[src/rtl/irq_grp_pkg.sv]
package irq_grp_pkg;

   localparam int NSEV = 4;

   typedef enum int unsigned {
      SEV_ERROR = 0,
      SEV_ABORT = 1,
      SEV_FATAL = 2,
      SEV_LOG   = 3
   } sev_e;

   // byte offsets inside one group window
   localparam logic [5:0] OFF_CAUSE    = 6'h00;
   localparam logic [5:0] OFF_SET      = 6'h08;
   localparam logic [5:0] OFF_MASK     = 6'h10;
   localparam logic [5:0] OFF_MCLR     = 6'h18;
   localparam logic [5:0] OFF_STATUS   = 6'h20;
   localparam logic [5:0] OFF_CTRL     = 6'h28;
   localparam logic [5:0] OFF_SEV_BASE = 6'h2C;
   localparam logic [5:0] OFF_EDGE     = 6'h3C;

   // control word bit positions
   localparam int CB_CLR_RD   = 0;
   localparam int CB_ACK_MSK  = 1;
   localparam int CB_ACK_CLR  = 2;
   localparam int CB_GRP_EDGE = 3;
   localparam int CB_GRP_OVR  = 6;
   localparam int CB_REV_LO   = 28;
   localparam logic [1:0] REV_VAL = 2'd1;

   typedef struct packed {
      logic grp_ovr;
      logic grp_edge;
      logic ack_clr;
      logic ack_msk;
      logic clr_rd;
   } ctrl_t;

endpackage

[src/rtl/irq_src_sync.sv]
module irq_src_sync #(
   parameter int NSRC   = 32,
   parameter int STAGES = 2
) (
   input  logic            clk,
   input  logic            rst_n,
   input  logic [NSRC-1:0] src_async,
   output logic [NSRC-1:0] src_sync
);

   if (STAGES < 2) begin : g_bad_stages
      $error("irq_src_sync: STAGES must be at least 2");
   end

   for (genvar s = 0; s < STAGES; s++) begin : g_stage
      logic [NSRC-1:0] q;
      if (s == 0) begin : g_first
         always_ff @(posedge clk or negedge rst_n) begin
            if (!rst_n) q <= '0;
            else        q <= src_async;
         end
      end else begin : g_next
         always_ff @(posedge clk or negedge rst_n) begin
            if (!rst_n) q <= '0;
            else        q <= g_stage[s-1].q;
         end
      end
   end

   assign src_sync = g_stage[STAGES-1].q;

endmodule

[src/rtl/irq_sev_or.sv]
module irq_sev_or #(
   parameter int NSRC = 32
) (
   input  logic [NSRC-1:0] cause,
   input  logic [NSRC-1:0] line_mask,
   output logic            line_out
);

   assign line_out = |(cause & ~line_mask);

endmodule

[src/rtl/irq_cause_core.sv]
module irq_cause_core
   import irq_grp_pkg::*;
#(
   parameter int NSRC = 32
) (
   input  logic            clk,
   input  logic            rst_n,
   input  logic [NSRC-1:0] src_sync,
   input  logic [NSRC-1:0] edge_sel,
   input  ctrl_t           ctrl,
   input  logic            cause_wr,
   input  logic            set_wr,
   input  logic            mask_wr,
   input  logic            mclr_wr,
   input  logic            cause_rd,
   input  logic [NSRC-1:0] wdata,
   input  logic [NSRC-1:0] irq_ack,
   output logic [NSRC-1:0] cause_q,
   output logic [NSRC-1:0] mask_q,
   output logic [NSRC-1:0] status_q
);

   logic [NSRC-1:0] edge_mode;
   logic [NSRC-1:0] hw_set;
   logic [NSRC-1:0] cause_d;
   logic [NSRC-1:0] mask_d;

   // group override replaces the per-bit choice
   always_comb begin
      edge_mode = ctrl.grp_ovr ? {NSRC{ctrl.grp_edge}} : edge_sel;
      hw_set    = src_sync & ~(edge_mode & status_q);
   end

   // software clears first, hardware and software sets last
   always_comb begin
      cause_d = cause_q;
      if (cause_rd && ctrl.clr_rd) cause_d = '0;
      if (cause_wr)                cause_d = cause_d & wdata;
      if (ctrl.ack_clr)            cause_d = cause_d & ~irq_ack;
      if (set_wr)                  cause_d = cause_d | wdata;
      cause_d = cause_d | hw_set;
   end

   always_comb begin
      mask_d = mask_q;
      if (mask_wr)      mask_d = wdata;
      if (mclr_wr)      mask_d = mask_d & wdata;
      if (ctrl.ack_msk) mask_d = mask_d | irq_ack;
   end

   always_ff @(posedge clk or negedge rst_n) begin
      if (!rst_n) begin
         cause_q  <= '0;
         mask_q   <= '1;
         status_q <= '0;
      end else begin
         cause_q  <= cause_d;
         mask_q   <= mask_d;
         status_q <= src_sync;
      end
   end


   hw_set_wins_chk: assert property (@(posedge clk) disable iff (!rst_n)
      (|hw_set) |=> ((cause_q & $past(hw_set)) == $past(hw_set)));


   ack_mask_chk: assert property (@(posedge clk) disable iff (!rst_n)
      (ctrl.ack_msk && (|irq_ack)) |=> ((mask_q & $past(irq_ack)) == $past(irq_ack)));


   clr_on_read_chk: assert property (@(posedge clk) disable iff (!rst_n)
      (cause_rd && ctrl.clr_rd && !(|hw_set)) |=> (cause_q == '0));


   edge_hold_chk: assert property (@(posedge clk) disable iff (!rst_n)
      (ctrl.grp_ovr && ctrl.grp_edge && cause_wr && !set_wr && !ctrl.clr_rd
       && (wdata == '0) && (src_sync == status_q)) |=> (cause_q == '0));

endmodule

[src/rtl/irq_group_bank.sv]
module irq_group_bank
   import irq_grp_pkg::*;
#(
   parameter int NSRC        = 32,
   parameter int ADDR_W      = 12,
   parameter int SYNC_STAGES = 2
) (
   input  logic              clk,
   input  logic              rst_n,
   input  logic              psel,
   input  logic              penable,
   input  logic              pwrite,
   input  logic [ADDR_W-1:0] paddr,
   input  logic [31:0]       pwdata,
   output logic [31:0]       prdata,
   input  logic [NSRC-1:0]   src_in,
   input  logic [NSRC-1:0]   irq_ack,
   output logic              irq_summary,
   output logic              sev_error,
   output logic              sev_abort,
   output logic              sev_fatal,
   output logic              sev_log
);

   localparam int DW = 32;

   if (NSRC < 1 || NSRC > DW) begin : g_bad_nsrc
      $error("irq_group_bank: NSRC must be within 1..32");
   end
   if (ADDR_W < 6) begin : g_bad_addr
      $error("irq_group_bank: ADDR_W must cover the 64-byte group window");
   end

   // ---------------- address decode ----------------
   logic            wr_acc, rd_acc, in_grp;
   logic [5:0]      off;
   logic [NSRC-1:0] wdata;

   assign wr_acc = psel && penable && pwrite;
   assign rd_acc = psel && penable && !pwrite;
   assign off    = {paddr[5:2], 2'b00};
   assign wdata  = pwdata[NSRC-1:0];

   if (ADDR_W > 6) begin : g_hi_dec
      assign in_grp = ~|paddr[ADDR_W-1:6];
   end else begin : g_no_hi
      assign in_grp = 1'b1;
   end

   logic hit_cause, hit_set, hit_mask, hit_mclr, hit_status, hit_ctrl, hit_edge;
   assign hit_cause  = in_grp && (off == OFF_CAUSE);
   assign hit_set    = in_grp && (off == OFF_SET);
   assign hit_mask   = in_grp && (off == OFF_MASK);
   assign hit_mclr   = in_grp && (off == OFF_MCLR);
   assign hit_status = in_grp && (off == OFF_STATUS);
   assign hit_ctrl   = in_grp && (off == OFF_CTRL);
   assign hit_edge   = in_grp && (off == OFF_EDGE);

   // ---------------- control and edge-select ----------------
   ctrl_t           ctrl_q;
   logic [NSRC-1:0] edge_q;

   always_ff @(posedge clk or negedge rst_n) begin
      if (!rst_n) begin
         ctrl_q <= '0;
         edge_q <= '0;
      end else begin
         if (wr_acc && hit_ctrl) begin
            ctrl_q.clr_rd   <= pwdata[CB_CLR_RD];
            ctrl_q.ack_msk  <= pwdata[CB_ACK_MSK];
            ctrl_q.ack_clr  <= pwdata[CB_ACK_CLR];
            ctrl_q.grp_edge <= pwdata[CB_GRP_EDGE];
            ctrl_q.grp_ovr  <= pwdata[CB_GRP_OVR];
         end
         if (wr_acc && hit_edge) edge_q <= wdata;
      end
   end

   // ---------------- synchroniser and cause core ----------------
   logic [NSRC-1:0] src_sync, cause_q, mask_q, status_q;

   irq_src_sync #(.NSRC(NSRC), .STAGES(SYNC_STAGES)) i_sync (
      .clk       (clk),
      .rst_n     (rst_n),
      .src_async (src_in),
      .src_sync  (src_sync)
   );

   irq_cause_core #(.NSRC(NSRC)) i_core (
      .clk      (clk),
      .rst_n    (rst_n),
      .src_sync (src_sync),
      .edge_sel (edge_q),
      .ctrl     (ctrl_q),
      .cause_wr (wr_acc && hit_cause),
      .set_wr   (wr_acc && hit_set),
      .mask_wr  (wr_acc && hit_mask),
      .mclr_wr  (wr_acc && hit_mclr),
      .cause_rd (rd_acc && hit_cause),
      .wdata    (wdata),
      .irq_ack  (irq_ack),
      .cause_q  (cause_q),
      .mask_q   (mask_q),
      .status_q (status_q)
   );

   // ---------------- severity masks and lines ----------------
   logic [NSEV-1:0] sev_line;
   logic [NSEV-1:0] sev_hit;
   logic [DW-1:0]   sev_rword [NSEV];

   for (genvar i = 0; i < NSEV; i++) begin : g_sev
      localparam logic [5:0] OFF_I = OFF_SEV_BASE + 6'(4 * i);
      logic [NSRC-1:0] mask_r;

      assign sev_hit[i] = in_grp && (off == OFF_I);

      always_ff @(posedge clk or negedge rst_n) begin
         if (!rst_n)                    mask_r <= '1;
         else if (wr_acc && sev_hit[i]) mask_r <= wdata;
      end

      assign sev_rword[i] = DW'(mask_r);

      irq_sev_or #(.NSRC(NSRC)) i_line (
         .cause     (cause_q),
         .line_mask (mask_r),
         .line_out  (sev_line[i])
      );
   end

   irq_sev_or #(.NSRC(NSRC)) i_summary (
      .cause     (cause_q),
      .line_mask (mask_q),
      .line_out  (irq_summary)
   );

   assign sev_error = sev_line[SEV_ERROR];
   assign sev_abort = sev_line[SEV_ABORT];
   assign sev_fatal = sev_line[SEV_FATAL];
   assign sev_log   = sev_line[SEV_LOG];

   // ---------------- read mux ----------------
   logic [DW-1:0] ctrl_word;
   logic [DW-1:0] rdata;

   always_comb begin
      ctrl_word                       = '0;
      ctrl_word[CB_CLR_RD]            = ctrl_q.clr_rd;
      ctrl_word[CB_ACK_MSK]           = ctrl_q.ack_msk;
      ctrl_word[CB_ACK_CLR]           = ctrl_q.ack_clr;
      ctrl_word[CB_GRP_EDGE]          = ctrl_q.grp_edge;
      ctrl_word[CB_GRP_OVR]           = ctrl_q.grp_ovr;
      ctrl_word[CB_REV_LO+1:CB_REV_LO] = REV_VAL;
   end

   always_comb begin
      rdata = '0;
      if (hit_cause)  rdata = DW'(cause_q);
      if (hit_mask)   rdata = DW'(mask_q);
      if (hit_status) rdata = DW'(status_q);
      if (hit_ctrl)   rdata = ctrl_word;
      if (hit_edge)   rdata = DW'(edge_q);
      for (int i = 0; i < NSEV; i++) begin
         if (sev_hit[i]) rdata = sev_rword[i];
      end
   end

   assign prdata = rd_acc ? rdata : '0;


   rev_read_chk: assert property (@(posedge clk) disable iff (!rst_n)
      (rd_acc && hit_ctrl) |-> (prdata[CB_REV_LO+1:CB_REV_LO] == REV_VAL));


   unmapped_read_chk: assert property (@(posedge clk) disable iff (!rst_n)
      (rd_acc && !in_grp) |-> (prdata == '0));


   line_source_chk: assert property (@(posedge clk) disable iff (!rst_n)
      (irq_summary || (|sev_line)) |-> (cause_q != '0));


   mask_clear_chk: assert property (@(posedge clk) disable iff (!rst_n)
      (wr_acc && hit_mclr && !(ctrl_q.ack_msk && (|irq_ack)))
      |=> ((mask_q & ~$past(wdata)) == '0));

endmodule

[config.mk]
export PLATFORM = sky130hd
export DESIGN_NAME = irq_group_bank
export DESIGN_NICKNAME = d
export VERILOG_FILES = /design/src/rtl/irq_grp_pkg.sv /design/src/rtl/irq_src_sync.sv /design/src/rtl/irq_sev_or.sv /design/src/rtl/irq_cause_core.sv /design/src/rtl/irq_group_bank.sv
export SDC_FILE = /design/constraint.sdc
export NUM_CORES = 1
export LEC_CHECK = 0
export CORE_ASPECT_RATIO = 0.9
export CORE_MARGIN = 3
export CORE_UTILIZATION = 50
export CTS_CLUSTER_DIAMETER = 30
export DETAILED_ROUTE_END_ITERATION = 7
export PLACE_DENSITY_LB_ADDON = 0.08
export SYNTH_ARGS = -nofsm -noshare
export SYNTH_HDL_FRONTEND = slang
export SYNTH_SLANG_ARGS = --single-unit
[constraint.sdc]
create_clock -name clk -period 3.9 [get_ports clk]
set_input_delay 0.975 -clock clk [delete_from_list [all_inputs] [get_ports clk]]
set_output_delay 0.975 -clock clk [all_outputs]
set_load 0.005 [all_outputs]
==> reports/summary.md, run 1 <==
In this run the clock root is driven by a sky130_fd_sc_hd__clkbuf_16. Internal power comes to 7.611 mW. Buffers inserted during clock tree synthesis total 66.

In the routed layout, each cell is associated on average with a via count of 6.555. At the worst endpoint, the arrival time is 2.89 ns. Summed over all layers, the routed wires come to 65,880 µm.

The tools report the relative contribution of combinational cells to total power as 6.3%. The routed design could run at a clock period as short as 3.862 ns. For the global-route wire length before repair, the log shows 95,820 µm.

The total overflow reported by the global router came out at 0. At the pin with the least slew margin, the transition time is 0.8323 ns. The proportion of layout cells with a drive suffix above 1 was 34.93%.

The proportion of total power due to net switching is 23.64%, and the number of library cell types mapped by synthesis is 52. The core outline area is 0.03106 mm². Synthesis inferred 325 register bits. For this run, the top clock speed supported by timing is 259.0 MHz. Class of the tightest hold or removal check: reg2reg. The run finished with clean final reports. The tools report the total instance count after detailed placement as 2,114. The clock edge transition at the registers on the reported setup and hold paths works out to 0.05 ns.

STA classifies the critical path endpoint as an output port. The power density over the cells came out at 476.0 mW/mm². For this run, asynchronously set or reset flops after synthesis account for 100.0%.

In the final design database the tool counted 1,898 nets. The sequential cell area is 0.008333 mm². The clock network accounts for 57.9% of the total power. The die covers 0.03381 mm². The maximum fanout along the worst path was 9. The logs give 1.020 for the weighted congestion reported at the end of routability-driven placement and 0 for the DRC violation count after routing.

The tools report the number of max-cap violations as 0. The per-cell routed wire length is 29.32 µm, and the height of the die is 174.8 µm. For the worst setup path, the data required time is 2.92 ns. Measured against its own limit, the worst slew margin works out to 44.51%.

The tools report the pin count of the biggest net entering global routing as 87. Synthesis produced 1,546 cells. The logs give 0 for the remaining antenna violation count and 38.03% for the global routing usage summed across all routing layers. In this design, the largest share of critical-path delay is due to buffers and inverters. The count of buffers added on input and output ports is 147. Hold buffer count at cts: 0.

In the final layout, the multi-input gates occupy 0.007147 mm². The detailed placer's ending HPWL came out at 45,730 µm. The number of antenna cells inserted came out at 0. Compared with the post-synthesis result, the final layout area differs by 32.36%. The final design utilization is 67.41%, and the insertion delay of the later-clocked pin in the worst-skew pair is 0.56 ns. After the first detailed-routing iteration, the DRC count stood at 1,506. Averaged over all synthesized cells, the footprint is 10.23 µm².

Yosys printed 0 warnings. The logs give 14,650 for the via count of the first global-routing pass and 2,247 for the non-filler instance count after layout. The fill cell total of the finished layout was 2,420; the number of pins exceeding their max-slew limit in the final report was 0.

The analysis attributes to cell leakage a power of 9.338 nW. Clock skew on the completed layout was measured at 0.01721 ns. Registers are responsible for 35.8% of the overall power. The number of enable-type register cells in the synthesized netlist is 0, and the number of antenna violations at the first check in global routing is 1. Combined area of all synthesized cells: 0.01582 mm². The critical path is of the in2out type.

Before antenna repair, the detailed router went through 5 iterations. In this run the power spent charging and discharging nets is 2.356 mW. The buffer depth of the longest clock path came out at 3. After layout, the worst path uses 99.02% of the clock period. The overall via count from detail_route is 14,730. Initial cell density of the core: 50.93%.

TritonCTS built the clock tree. Together, buffers and inverters on the worst path number 4. Dominant register cell in the synthesized netlist: sky130_fd_sc_hd__dfrtp_1.

The number of nets handed over by synthesis was 1,659. The horizontal extent of the die was 193.5 µm. STA classifies the critical path startpoint as a primary input. In this run the number of H-tree levels came out at 3. The critical path goes through clkdlybuf4s50_1 > or4_4 > nor2_4 > nand2_4 > buf_12 > buf_4 > a211oi_2 > clkdlybuf4s15_1. For this run, the slowest stage of the critical path takes 0.47 ns.

The number of rows created at floorplan was 61; the worst-case vdd ir drop was 0.4527 mV. The count of final hold-check violations is 0. The standard cell with the maximum stage delay on the critical path was sky130_fd_sc_hd__or4_4. The clock net in this run drives a total of 325 sinks.

The run gives 52.67% as the post-synthesis sequential area ratio. Setup violations remaining at the end of the flow were counted as 0. During I/O placement, the number of pins put on the boundary was 150.
[layout make-up]
cell class	count	area share, %
multi-input combinational	1084	34.13
clock buffer	86	8.927
timing repair buffer	270	11.96
inverter	38	0.6812
sequential	325	39.80
clock inverter	35	2.062
tap	409	2.444
[repair_timing]
item / CTS / global route
gates cloned: 1 / 0
resized for setup: 91 / 35
endpoints found under the setup margin: 32 / 21
buffers inserted: 5 / 6
pin swaps: 15 / 9
[cells in the final DEF (no fill, tap or decap), drive strengths merged, types with 22 or more instances in the layout]
cell	instances
a21oi	56
a31oi	32
buf	134
clkbuf	92
clkdlybuf4s50	107
dfrtp	165
dfstp	160
inv	42
mux2	182
nand2	224
nor2	109
nor2b	32
nor4	22
o21ai	127
o22ai	134
[synthesized netlist by cell type, types with 2 or more instances]
cell type / n / area share (%)
sky130_fd_sc_hd__o22ai_1: 134 / 5.3
sky130_fd_sc_hd__a311oi_1: 8 / 0.44
sky130_fd_sc_hd__mux2_2: 182 / 13
sky130_fd_sc_hd__nand4_1: 8 / 0.32
sky130_fd_sc_hd__nor3_1: 8 / 0.25
sky130_fd_sc_hd__a221oi_1: 5 / 0.28
sky130_fd_sc_hd__a222oi_1: 8 / 0.51
sky130_fd_sc_hd__buf_1: 15 / 0.36
sky130_fd_sc_hd__dfrtp_1: 165 / 26
sky130_fd_sc_hd__nand2_1: 224 / 5.3
sky130_fd_sc_hd__o2bb2ai_1: 11 / 0.61
sky130_fd_sc_hd__inv_1: 38 / 0.90
sky130_fd_sc_hd__nor3_2: 2 / 0.13
sky130_fd_sc_hd__nor3b_1: 2 / 0.095
sky130_fd_sc_hd__nand2b_1: 4 / 0.16
sky130_fd_sc_hd__a21o_1: 10 / 0.47
sky130_fd_sc_hd__o211ai_1: 10 / 0.47
sky130_fd_sc_hd__buf_6: 3 / 0.21
sky130_fd_sc_hd__nor2_1: 109 / 2.6
sky130_fd_sc_hd__buf_2: 9 / 0.28
sky130_fd_sc_hd__mux2i_1: 18 / 1.1
sky130_fd_sc_hd__o21ai_1: 22 / 0.70
sky130_fd_sc_hd__o221ai_1: 20 / 1.1
sky130_fd_sc_hd__a32oi_1: 5 / 0.28
sky130_fd_sc_hd__a31o_2: 2 / 0.11
sky130_fd_sc_hd__or2_2: 3 / 0.12
sky130_fd_sc_hd__nor2b_1: 32 / 1.3
sky130_fd_sc_hd__dfstp_2: 160 / 27
sky130_fd_sc_hd__a211oi_1: 5 / 0.24
sky130_fd_sc_hd__a31oi_1: 32 / 1.3
sky130_fd_sc_hd__clkbuf_1: 72 / 1.7
sky130_fd_sc_hd__or3_1: 2 / 0.079
sky130_fd_sc_hd__o21ai_0: 105 / 3.3
sky130_fd_sc_hd__a22oi_1: 3 / 0.14
sky130_fd_sc_hd__a21oi_1: 56 / 1.8
sky130_fd_sc_hd__nor4_1: 21 / 0.83
sky130_fd_sc_hd__nand3_1: 7 / 0.22
sky130_fd_sc_hd__and2_1: 11 / 0.44
sky130_fd_sc_hd__a221o_1: 2 / 0.13
[power groups by stage]
stage / Combinational [mW] / Sequential, mW / Clock, mW
finish: 0.632 / 3.57 / 5.77
global route: 0.670 / 3.57 / 5.98
CTS: 0.614 / 3.56 / 5.80
detailed placement: 0.603 / 3.61 / 0
global placement: 0.596 / 3.61 / 0
floorplan: 0.221 / 3.57 / 0
[metrics by stage]
stage / hold slack, ns / worst slack [ns] / power (mW) / setup TNS [ns] / cell area [µm²]
global route: 0.3478 / -0.03462 / 10.22 / -0.03484 / 20940
CTS: 0.3366 / -0.05736 / 9.980 / -0.1085 / 20850
detailed placement: 0.3347 / -0.5614 / 4.211 / -12.04 / 18360
floorplan: 0.3312 / 0.3587 / 3.789 / 0 / 15820
global placement: 0.3315 / -0.5483 / 4.204 / -12.03 / 18360
finish: 0.3416 / 0.03837 / 9.967 / 0 / 20940
[sequential cells by signal, summed over array words and instances, names as in the netlist]
| name | cells |
|---|---|
| g_sev.mask_r | 128 |
| edge_q | 32 |
| i_core.cause_q | 32 |
| i_core.mask_q | 32 |
| i_core.status_q | 32 |
| i_sync.g_stage.q | 32 |
| i_sync.src_sync | 32 |
| ctrl_q | 5 |
[metal layers]
metal | global-route usage [%] | wire (µm) | vias up
met1 | 52.90 | 27460 | 7477
met5 | 0 | 13 | -
met3 | 8.155 | 6328 | 201
met4 | 15.91 | 2877 | 2
met2 | 58.27 | 29210 | 907
li1 | - | - | 6143
[final timing paths]
path | startpoint | to | slack, ns | depth (start not counted)
min | i_sync.g_stage[0].q[8] | i_sync.src_sync[8] | 0.34 | 0
min in group asynchronous | rst_n | i_sync.g_stage[0].q[28] | 0.43 | 1
max | paddr[7] | prdata[18] | 0.04 | 8
max reg2reg | ctrl_q[4] | i_core.cause_q[22] | 1.69 | 5
min reg2reg | i_sync.g_stage[0].q[8] | i_sync.src_sync[8] | 0.34 | 0
max in group asynchronous | rst_n | g_sev[3].mask_r[10] | 2.49 | 2
[logic make-up (layout without fill, tap and decap cells)]
kind of cell	count (synthesis)	after routing	share of synthesized area, %
AO/OA/AOI/OAI	442	442	17.38
AND/OR/NAND/NOR	442	442	12.39
flip-flops	325	325	52.67
multiplexers	200	200	14.09
buffers and inverters	137	429	3.464
No activity file was read; power rests on OpenSTA's default activity.
==> inputs of run 2 (changes only) <==
--- a/config.mk
+++ b/config.mk
@@ -7,9 +7,10 @@
 export LEC_CHECK = 0
 export CORE_ASPECT_RATIO = 0.9
 export CORE_MARGIN = 3
-export CORE_UTILIZATION = 50
+export CORE_UTILIZATION = 52
 export CTS_CLUSTER_DIAMETER = 30
 export DETAILED_ROUTE_END_ITERATION = 7
+export HOLD_SLACK_MARGIN = 0.05
 export PLACE_DENSITY_LB_ADDON = 0.08
 export SYNTH_ARGS = -nofsm -noshare
 export SYNTH_HDL_FRONTEND = slang
==> constraint.sdc (replaced) <==
create_clock -name clk -period 3.3 [get_ports clk]
set_input_delay 0.825 -clock clk [delete_from_list [all_inputs] [get_ports clk]]
set_output_delay 0.825 -clock clk [all_outputs]
set_load 0.005 [all_outputs]
==> run 2 against run 1 <==
  * The run now ends with negative setup slack left
  * Routed wire length grew 3.7%
  * Global-route usage grew 3.4 points
  * Design area grew 3.7%
  * Critical path depth is 1 higher
  * Non-clock buffer count grew 41
  * Sequential power up 18%
  * Die area is 3.7% lower
  * Clock skew rose by 0.0038 ns
  * Register-to-register slack lost 0.36 ns
==> reports/summary.md, run 2 (synthesis results as in run 1) <==
Number of levels the H-tree was split into: 3 (unchanged). The run finished, with violations left. The tree is rooted in a sky130_fd_sc_hd__clkbuf_16. The port buffer count came out at 147 (unchanged). The signal on the critical path passes through buf_6 > or4_4 > nor2_4 > nand2_4 > buf_12 > buf_6 > a221oi_2 > a32o_2 > buf_2.

The clock period minus worst slack was 3.355 ns; the buffer depth of the longest clock path was 3 (unchanged). The logs give 69 (+4.5%) for the number of buffers created by CTS and 53.71% (+2.8 points) for the initial cell density of the core. The horizontal extent of the die came out at 189.9 µm (-1.9%).

The setup TNS was -0.1203 ns (-0.1203 ns). The source of the worst register-to-register timing path is ctrl_q[4]. Height of the die: 171.5 µm (-1.9%). The logs give 2.53 ns (-0.36 ns) for the endpoint arrival time on the critical path and 325 (unchanged) for the clock sink count. The power density over the cells is 542.8 mW/mm² (+14%). The core outline area was 0.02945 mm² (-5.2%). For the area of the die, the log shows 0.03256 mm² (-3.7%).

Hold buffer count at cts: 0 (unchanged). Among cell families on the critical path, the largest total delay comes from simple AND/OR/NAND/NOR gates. The worst-case register-to-register setup slack is 1.33 ns (-0.36 ns), and the remaining antenna violation count is 0 (unchanged). Compared with the post-synthesis result, the final layout area differs by 37.21%. The run gives 54.23% (+9.7 points) as the headroom to the max-slew limit.

The commonest non-fill, non-tap cell in the layout was sky130_fd_sc_hd__nand2_1. The clock edge transition at the registers on the reported setup and hold paths is 0.04 ns (about the same). The total instance count after detailed placement is 2,136 (+1.0%), and the number of max-cap violations is 0 (unchanged). The library cells used most frequently in the layout, excluding fill and tap cells, are 221 x sky130_fd_sc_hd__nand2_1, 182 x sky130_fd_sc_hd__mux2_2, 164 x sky130_fd_sc_hd__dfrtp_1.

The overall routed net length is 68,340 µm (+3.7%), and the maximum fanout along the worst path is 5 (-4). The final cell area excluding filler cells was 0.02171 mm² (+3.7%). The final reports fail on negative setup slack.

The register with the most flip-flops in the final layout is g_sev.mask_r. The number of pins exceeding their max-slew limit in the final report is 0 (unchanged). Measured slew at the worst slew-check pin: 0.6865 ns (-0.1458 ns). The starting DRC count in detailed routing came out at 1,888 (+25%). The tools report the standard cell area after detailed placement as 0.01872 mm² (+2.0%). The static leakage was 9.515 nW (+1.9%); the detailed placer's ending HPWL was 47,140 µm (+3.1%).

For the final design utilization, the log shows 73.70% (+6.3 points). Setup repair after global routing could not meet its margin everywhere. The min-delay analysis places its worst path in the category in2async.

The total overflow reported by the global router is 0 (unchanged). The overall via count from detail_route was 15,360 (+4.2%); the maximum clock skew at final layout was 0.02096 ns (+0.003752 ns). The worst reg-to-reg path cell count is 6 (+1).

The tools report the weighted congestion reported at the end of routability-driven placement as 1.079 (+5.8%). For the count of final setup violators, the log shows 4 (+4). The largest incremental delay on the critical path came out at 0.58 ns (+0.11 ns). The count of final hold-check violations was 0 (unchanged).

The global routing usage summed across all routing layers was 41.46% (+3.4 points). Number of optimization iterations in the first detailed-route pass: 7 (+2). The achievable frequency is 298.0 MHz. The number of flip-flops under the largest register name was 128 (unchanged). The via count of the first global-routing pass is 15,480 (+5.7%).

TritonCTS built the clock tree. Among the stages of the critical path, the cell type that occurs most often is sky130_fd_sc_hd__buf_6. The number of antenna violations at the first check in global routing was 2 (+1); the required time of the worst setup path was 2.47 ns (-0.45 ns). The launching element type of the critical path was a primary input. The final-stage net count is 1,942 (+2.3%), and the worst-case vdd ir drop is 0.5996 mV (+32%). The per-cell routed wire length works out to 29.95 µm (+2.1%).

The standard cell with the maximum stage delay on the critical path is sky130_fd_sc_hd__or4_4. The tools report the DRC violation count after routing as 0 (unchanged). The insertion delay of the later-clocked pin in the worst-skew pair came out at 0.57 ns (about the same). The worst setup path is captured at an output port.

The final worst-path setup slack is -0.05548 ns (-0.09386 ns), and the non-filler instance count after layout is 2,282 (+1.6%). The buffering stage count on the worst path with inverters included was 4 (unchanged). The category of the critical setup timing path was in2out. Of the available clock period, the critical path in the final layout requires 101.7%. The proportion of layout cells with a drive suffix above 1 came out at 40.80% (+5.9 points). In this run the critical register-to-register path is captured at i_core.cause_q[22].

The count of pins on the block boundary is 150 (unchanged), and the per-cell via count in the routed design is 6.729 (+2.6%). The tools report the fill cell total of the finished layout as 1,939 (-20%). The tools report the worst hold slack after final layout as 0.2806 ns (-0.06104 ns). The global-route wire length before repair is 99,510 µm (+3.9%), and the number of rows created at floorplan is 59 (-3.3%).

The pin count of the biggest net entering global routing came out at 82 (-5.7%).
==> run 2: changes by cell type in the layout (fill, tap and decap cells not counted), sizes merged, moves of 3 or more <==
| cell | previous run | this run |
|---|---|---|
| clkinv | 17 | 24 |
| clkbuf | 92 | 97 |
| dlygate4sd2 | 13 | 5 |
| inv | 42 | 38 |
| bufinv | 7 | 4 |
| buf | 134 | 190 |
| clkdlybuf4s50 | 107 | 100 |
==> run 2: where the power goes <==
group          internal [mW]  switching [mW]  leakage (nW)
Clock                   4.40            2.33          1.11
Sequential              4.13          0.0961          3.57
Combinational          0.350           0.477          4.84
Total                   8.87            2.91          9.51
==> run 2: repair_timing <==
action                                  in CTS  in global routing
resized for setup                          212                 75
buffers inserted                            15                  6
pin swaps                                   34                 31
cloned                                       3                  0
endpoints found under the setup margin      37                 34
==> run 2: worst max path at each step <==
stage	slack, ns	endpoint	from	cells after the start
finish	-0.06	prdata[2]	paddr[9]	9
global route	-0.08	prdata[2]	paddr[9]	9
CTS	-0.07	prdata[2]	paddr[8]	9
detailed placement	-0.88	prdata[9]	paddr[7]	7
global placement	-0.89	prdata[9]	paddr[7]	7
floorplan	0.06	prdata[10]	paddr[7]	6
==> run 2: worst reg2reg max path, delay by kind of cell, from the launching register on <==
family | cells | cell delay, ns
buffers and inverters | 2 | 0.87
flip-flops | 1 | 0.34
AND/OR/NAND/NOR | 2 | 0.32
AO/OA/AOI/OAI | 2 | 0.32
==> run 2: final cells by class <==
cell class                      count  area, µm²  share of cell area, %
Antenna cell                        1      2.502                0.01153
Sequential cell                   325       8334                  38.39
Tap cell                          396      495.5                  2.283
Timing Repair Buffer              311       2952                  13.60
Clock buffer                       90       1897                  8.738
Inverter                           38      156.4                 0.7205
Multi-Input combinational cell   1084       7473                  34.43
Clock inverter                     37      396.6                  1.827
==> run 2: through the flow <==
step,total power [mW],worst slack [ns]
finish,11.78,-0.05548
global placement,4.997,-0.8865
global route,12.09,-0.08288
floorplan,4.478,0.05866
CTS,11.75,-0.06768
detailed placement,5.006,-0.8829
==> run 2: layer usage <==
layer	wire length, µm	GRT usage [%]	vias to the layer above
met5	0	0	-
met4	3495	19.22	0
met3	7710	9.232	286
met2	30030	63.42	1202
met1	27110	56.78	7625
li1	-	-	6242
